File: config.mk
export PLATFORM = sky130hd
export DESIGN_NAME = pattern_scanner
export DESIGN_NICKNAME = d
export VERILOG_FILES = /design/src/rtl/scan_pkg.sv /design/src/rtl/scan_count_stage.sv /design/src/rtl/scan_datapath.sv /design/src/rtl/scan_control.sv /design/src/rtl/pattern_scanner.sv
export SDC_FILE = /design/constraint.sdc
export NUM_CORES = 1
export LEC_CHECK = 0
export ABC_AREA = 1
export BUFFER_PORTS_ARGS = -buffer_cell sky130_fd_sc_hd__buf_4
export CAP_MARGIN = 15
export CORE_MARGIN = 2
export CORE_UTILIZATION = 53
export CTS_CLUSTER_DIAMETER = 200
export DETAILED_ROUTE_END_ITERATION = 10
export HOLD_SLACK_MARGIN = 0.05
export PLACE_DENSITY = 0.7
export SETUP_SLACK_MARGIN = 0.15
export SKIP_CTS_REPAIR_TIMING = 1
export SYNTH_ARGS = -nofsm -noshare
export SYNTH_HDL_FRONTEND = slang
export SYNTH_SLANG_ARGS = --single-unit
File: constraint.sdc
create_clock -name clk -period 1.9 [get_ports clk]
set_input_delay 0.475 -clock clk [delete_from_list [all_inputs] [get_ports clk]]
set_output_delay 0.475 -clock clk [all_outputs]
set_load 0.03 [all_outputs]
File: src/rtl/scan_pkg.sv
package scan_pkg;

  // Strobes sent from the scan control to the datapath
  typedef struct packed {
    logic step;    // advance the count by one
    logic reload;  // load the aligned pattern back into the count
  } scanCtrl_t;

endpackage

File: src/rtl/scan_count_stage.sv
module scan_count_stage #(
  parameter int W = 8
) (
  input  logic         clk,
  input  logic         rst,
  input  logic         inc,
  input  logic         load,
  input  logic [W-1:0] loadVal,
  output logic [W-1:0] q
);

  always_ff @(posedge clk) begin
    if (rst) begin
      q <= '0;
    end else if (load) begin
      q <= loadVal;
    end else if (inc) begin
      q <= q + 1'b1;
    end
  end

endmodule

File: src/rtl/scan_datapath.sv
module scan_datapath
  import scan_pkg::*;
#(
  parameter int PAT_W   = 20,
  parameter int STAGE_W = 8
) (
  input  logic             clk,
  input  logic             rst,
  input  scanCtrl_t        ctrl,
  input  logic             respN,
  output logic [PAT_W-1:0] patternOut,
  output logic             alignedLow,
  output logic [PAT_W-1:0] alignedPat
);

  localparam int NSTAGE = (PAT_W + STAGE_W - 1) / STAGE_W;

  logic [PAT_W-1:0]  count;
  logic [NSTAGE-1:0] carry;
  logic [1:0]        respSync;
  logic [PAT_W-1:0]  histA;
  logic [PAT_W-1:0]  histB;

  assign carry[0] = ctrl.step;

  // Cascaded counter stages; the last one takes whatever width is left
  for (genvar g = 0; g < NSTAGE; g++) begin : gStage
    localparam int LO = g * STAGE_W;
    localparam int SW = (LO + STAGE_W > PAT_W) ? (PAT_W - LO) : STAGE_W;

    scan_count_stage #(.W(SW)) u_stage (
      .clk     (clk),
      .rst     (rst),
      .inc     (carry[g]),
      .load    (ctrl.reload),
      .loadVal (histB[LO +: SW]),
      .q       (count[LO +: SW])
    );

    if (g < NSTAGE - 1) begin : gCarry
      assign carry[g+1] = carry[g] & (&count[LO +: SW]);
    end
  end

  // Holding register loaded half a period after the count update
  always_ff @(negedge clk) begin
    if (rst) begin
      patternOut <= '0;
    end else begin
      patternOut <= count;
    end
  end

  // Two-flop synchronizer, flushed on reload so stale lows are dropped
  always_ff @(posedge clk) begin
    if (rst || ctrl.reload) begin
      respSync <= 2'b11;
    end else begin
      respSync <= {respSync[0], respN};
    end
  end

  // Pattern history kept in step with the synchronizer
  always_ff @(posedge clk) begin
    if (rst) begin
      histA <= '0;
      histB <= '0;
    end else if (ctrl.reload) begin
      histA <= histB;
      histB <= histB;
    end else begin
      histA <= patternOut;
      histB <= histA;
    end
  end

  assign alignedLow = ~respSync[1];
  assign alignedPat = histB;

endmodule

File: src/rtl/scan_control.sv
module scan_control
  import scan_pkg::*;
#(
  parameter int PAT_W = 20
) (
  input  logic             clk,
  input  logic             rst,
  input  logic             stepEn,
  input  logic             resumeReq,
  input  logic             alignedLow,
  input  logic [PAT_W-1:0] alignedPat,
  output scanCtrl_t        ctrl,
  output logic             halted
);

  logic             resumePrev;
  logic             resumeRise;
  logic             skipValid;
  logic [PAT_W-1:0] skipPat;
  logic             skipHit;
  logic             haltCond;

  assign resumeRise = resumeReq & ~resumePrev;
  assign skipHit    = skipValid && (alignedPat == skipPat);
  assign haltCond   = !halted && alignedLow && !skipHit;

  always_comb begin
    ctrl        = '0;
    ctrl.reload = haltCond;
    ctrl.step   = (!halted && !haltCond && stepEn) || (halted && resumeRise);
  end

  always_ff @(posedge clk) begin
    if (rst) begin
      resumePrev <= 1'b1;
    end else begin
      resumePrev <= resumeReq;
    end
  end

  always_ff @(posedge clk) begin
    if (rst) begin
      halted <= 1'b0;
    end else if (haltCond) begin
      halted <= 1'b1;
    end else if (halted && resumeRise) begin
      halted <= 1'b0;
    end
  end

  // Remember the halted pattern so its lingering response is ignored
  always_ff @(posedge clk) begin
    if (rst) begin
      skipValid <= 1'b0;
      skipPat   <= '0;
    end else if (haltCond) begin
      skipValid <= 1'b1;
      skipPat   <= alignedPat;
    end else if (!halted && skipValid && (alignedPat != skipPat)) begin
      skipValid <= 1'b0;
    end
  end

endmodule

File: src/rtl/pattern_scanner.sv
module pattern_scanner
  import scan_pkg::*;
#(
  parameter int PAT_W   = 20,
  parameter int STAGE_W = 8
) (
  input  logic             clk,
  input  logic             rst,
  input  logic             stepEn,
  input  logic             respN,
  input  logic             resumeReq,
  output logic [PAT_W-1:0] pattern,
  output logic             halted,
  output logic             msbInd
);

  scanCtrl_t        ctrl;
  logic             alignedLow;
  logic [PAT_W-1:0] alignedPat;

  scan_control #(.PAT_W(PAT_W)) u_control (
    .clk        (clk),
    .rst        (rst),
    .stepEn     (stepEn),
    .resumeReq  (resumeReq),
    .alignedLow (alignedLow),
    .alignedPat (alignedPat),
    .ctrl       (ctrl),
    .halted     (halted)
  );

  scan_datapath #(.PAT_W(PAT_W), .STAGE_W(STAGE_W)) u_datapath (
    .clk        (clk),
    .rst        (rst),
    .ctrl       (ctrl),
    .respN      (respN),
    .patternOut (pattern),
    .alignedLow (alignedLow),
    .alignedPat (alignedPat)
  );

  assign msbInd = pattern[PAT_W-1];

endmodule

==> flow_summary.yaml <==
run_status:
  status: "finished, violations left"
  violations: "setup timing"
power_and_ir_drop:
  power_uw: 4440
  p_per_area_nw_per_um2: 714
  ir_worst_vdd_uv: 482
  power_leakage_uw: 0.00298
final_layout:
  final_core_util: 0.812
  diodes: 0
  drive_above_1_share: 0.462
  fill_cells: 400
  synthToLayoutAreaGrowth_pct: 49.8
  nets: 665
placement:
  pre_cts_ws_ps: -46.8
  port_buffers: 26
  place_congestion: 0.795
  dp_hpwl_um: 6320
sta:
  finalMaxSlewViolations: 0
  worst_slack_ps: -464
  setup_violations: 88
  hold_viol: 0
  tightest_slew_ps: 682
  fin_worst_skew_ps: 60.3
  fin_setup_tns_ps: -13030
  timing.slew.headroom: 0.545
  grt_setup_unrepaired: "yes"
clocking:
  cts_tree: "built"
  cts_made_buffers: 9
  cts.path.max_buffers: 2
  clockRootBuffer: "clkbuf_8"
  clkLatencyLatePin_ps: 440
  cts.sinks: 105
  ctsHtreeMaxLevel: 3
  clkTransAtPathRegs_ps: 100
floorplanning:
  die-area_um2: 8550
  fp.dieH_um: 92.5
  placementRows: 32
  boundaryPins: 27
  die_w_um: 92.5
  initial_utilization: 0.542
  fp.coreArea_um2: 7650
grt:
  gr-total-overflow: 0
  grt.total_usage: 0.229
  grt_pass1_wl_um: 15400
  grt_max_degree: 38
  grt_pass1_vias: 3437
  antenna_found_initial: 0
yosys:
  ys_ff_latch: 105
  synth-seq-area-share: 0.507
  syn_area_um2: 4150
  syn_area_per_cell_um2: 7.25
  synth_nets: 580
  ys_types: 28
  ys.warnings.count: 0
  syn_inst: 572
detailed_routing:
  firstDrtPassIters: 6
  ant_nets: 0
  totalWireLength_um: 13900
  drt_iter0_markers: 437
  route.detailed.drc: 0
  drt-vias-per-instance: 5.64
  wl_per_cell_um: 18.2
  routed-via-count: 4308
worst_setup_path:
  cp.arrival_ps: 1890
  crit_required_ps: 1420
  crit_path_end_kind: "primary output"
  path_buf_inv: 1
  crit_family: "flip-flops"
  worstPathCellList: "buf_6"
  slowest_delay_ps: 370
  crit_slowest_cell: "dfxtp_4"
  criticalPathCategory: "flop to primary output"
  crit_path_max_fanout: 2
  start_kind: "flop"
hold_path:
  hp-class: "input pin to flop"
flow_run:
  cap_violations: 0
==> synth_stat cells <==
master / n / area [µm²]
inv_1: 61 / 229
o22ai_2: 1 / 12.5
nand2_2: 1 / 6.26
o21ai_0: 42 / 210
ha_1: 3 / 37.5
buf_6: 4 / 45.0
nor3_2: 1 / 10.0
nand2_4: 1 / 11.3
buf_4: 1 / 7.51
or2_2: 4 / 25.0
dfxtp_1: 105 / 2100
a21oi_2: 1 / 8.76
nand3_2: 3 / 30.0
nor2_1: 74 / 278
inv_2: 1 / 3.75
nor3_1: 2 / 10.0
xor2_1: 11 / 96.3
a21oi_1: 5 / 25.0
buf_1: 2 / 7.51
clkinv_1: 1 / 3.75
clkinv_2: 1 / 5.00
buf_2: 8 / 40.0
o21ai_1: 1 / 5.00
xnor2_1: 1 / 8.76
nand2_1: 201 / 754
nand3_1: 28 / 140
clkbuf_1: 7 / 26.3
o211ai_1: 1 / 7.51
==> through the flow <==
stage          instances  hold WS, ps  area [µm²]
6_report             764          273        6210
5_1_grt              764          277        6210
4_1_cts              730          275        4820
3_5_place_dp         695          403        4580
3_3_place_gp         695          398        4580
2_1_floorplan        572          393        4270
==> power breakdown <==
group	leakage, µW	internal (µW)	switching (µW)
Combinational	0.00192	272	367
Clock	0.000190	540	968
Sequential	0.000876	2230	55.1
==> layout make-up <==
type	count	area, µm²	share of cell area
timing repair buffer	76	967	0.156
clock inverter	26	118	0.0189
tap	102	128	0.0206
inverter	63	269	0.0433
multi-input combinational	382	2400	0.386
clock buffer	10	128	0.0206
sequential	105	2200	0.355
==> final timing paths <==
kind                                   from                           endpoint  slack (ps)  depth (start not counted)
setup / recovery   u_datapath.patternOut[5]                         pattern[5]        -460                          1
hold / removal                        respN             u_datapath.respSync[0]         270                          2
setup reg to reg  u_datapath.alignedPat[16]  u_datapath.gStage[0].u_stage.q[2]        -200                         15
hold reg to reg        u_datapath.histA[10]          u_datapath.alignedPat[10]         420                          2
==> layout by cell type, fill, tap and decap left out, drive strengths merged, types with 4 or more instances in the layout <==
cell type,count
o21ai,43
xor2,11
inv,84
nand3,31
clkbuf,18
dfxtp,105
buf,68
or2,4
nor2,74
nand2,204
a21oi,6
==> cell families (layout without fill, tap and decap cells) <==
kind of cell	Yosys count	count (layout)	share of synthesized area
xor gates and xnor gates	12	12	0.0253
AOI/OAI and AO/OA	51	51	0.0649
DFF	105	105	0.507
buffers and inverters	86	175	0.0887
adders and majority gates	3	3	0.00905
and+or+nand+nor	315	316	0.305
==> registers in the layout, summed over array words and instances (netlist names) <==
signal	count
u_control.skipPat	20
u_datapath.alignedPat	20
u_datapath.gStage.u_stage.q	20
u_datapath.histA	20
u_datapath.patternOut	20
u_datapath.respSync	2
u_control.halted	1
u_control.resumePrev	1
u_control.skipValid	1
==> metal layers <==
layer | global-route usage | routed length, µm | vias up | part of all wire
met1 | 0.302 | 5340 | 2046 | 0.38
met3 | 0.0448 | 1030 | 72 | 0.074
met4 | 0.0858 | 631 | 0 | 0.045
met2 | 0.372 | 6890 | 255 | 0.50
li1 | - | - | 1935 | -
met5 | 0 | 0 | - | 0
Power figures use the tool's default switching activity.
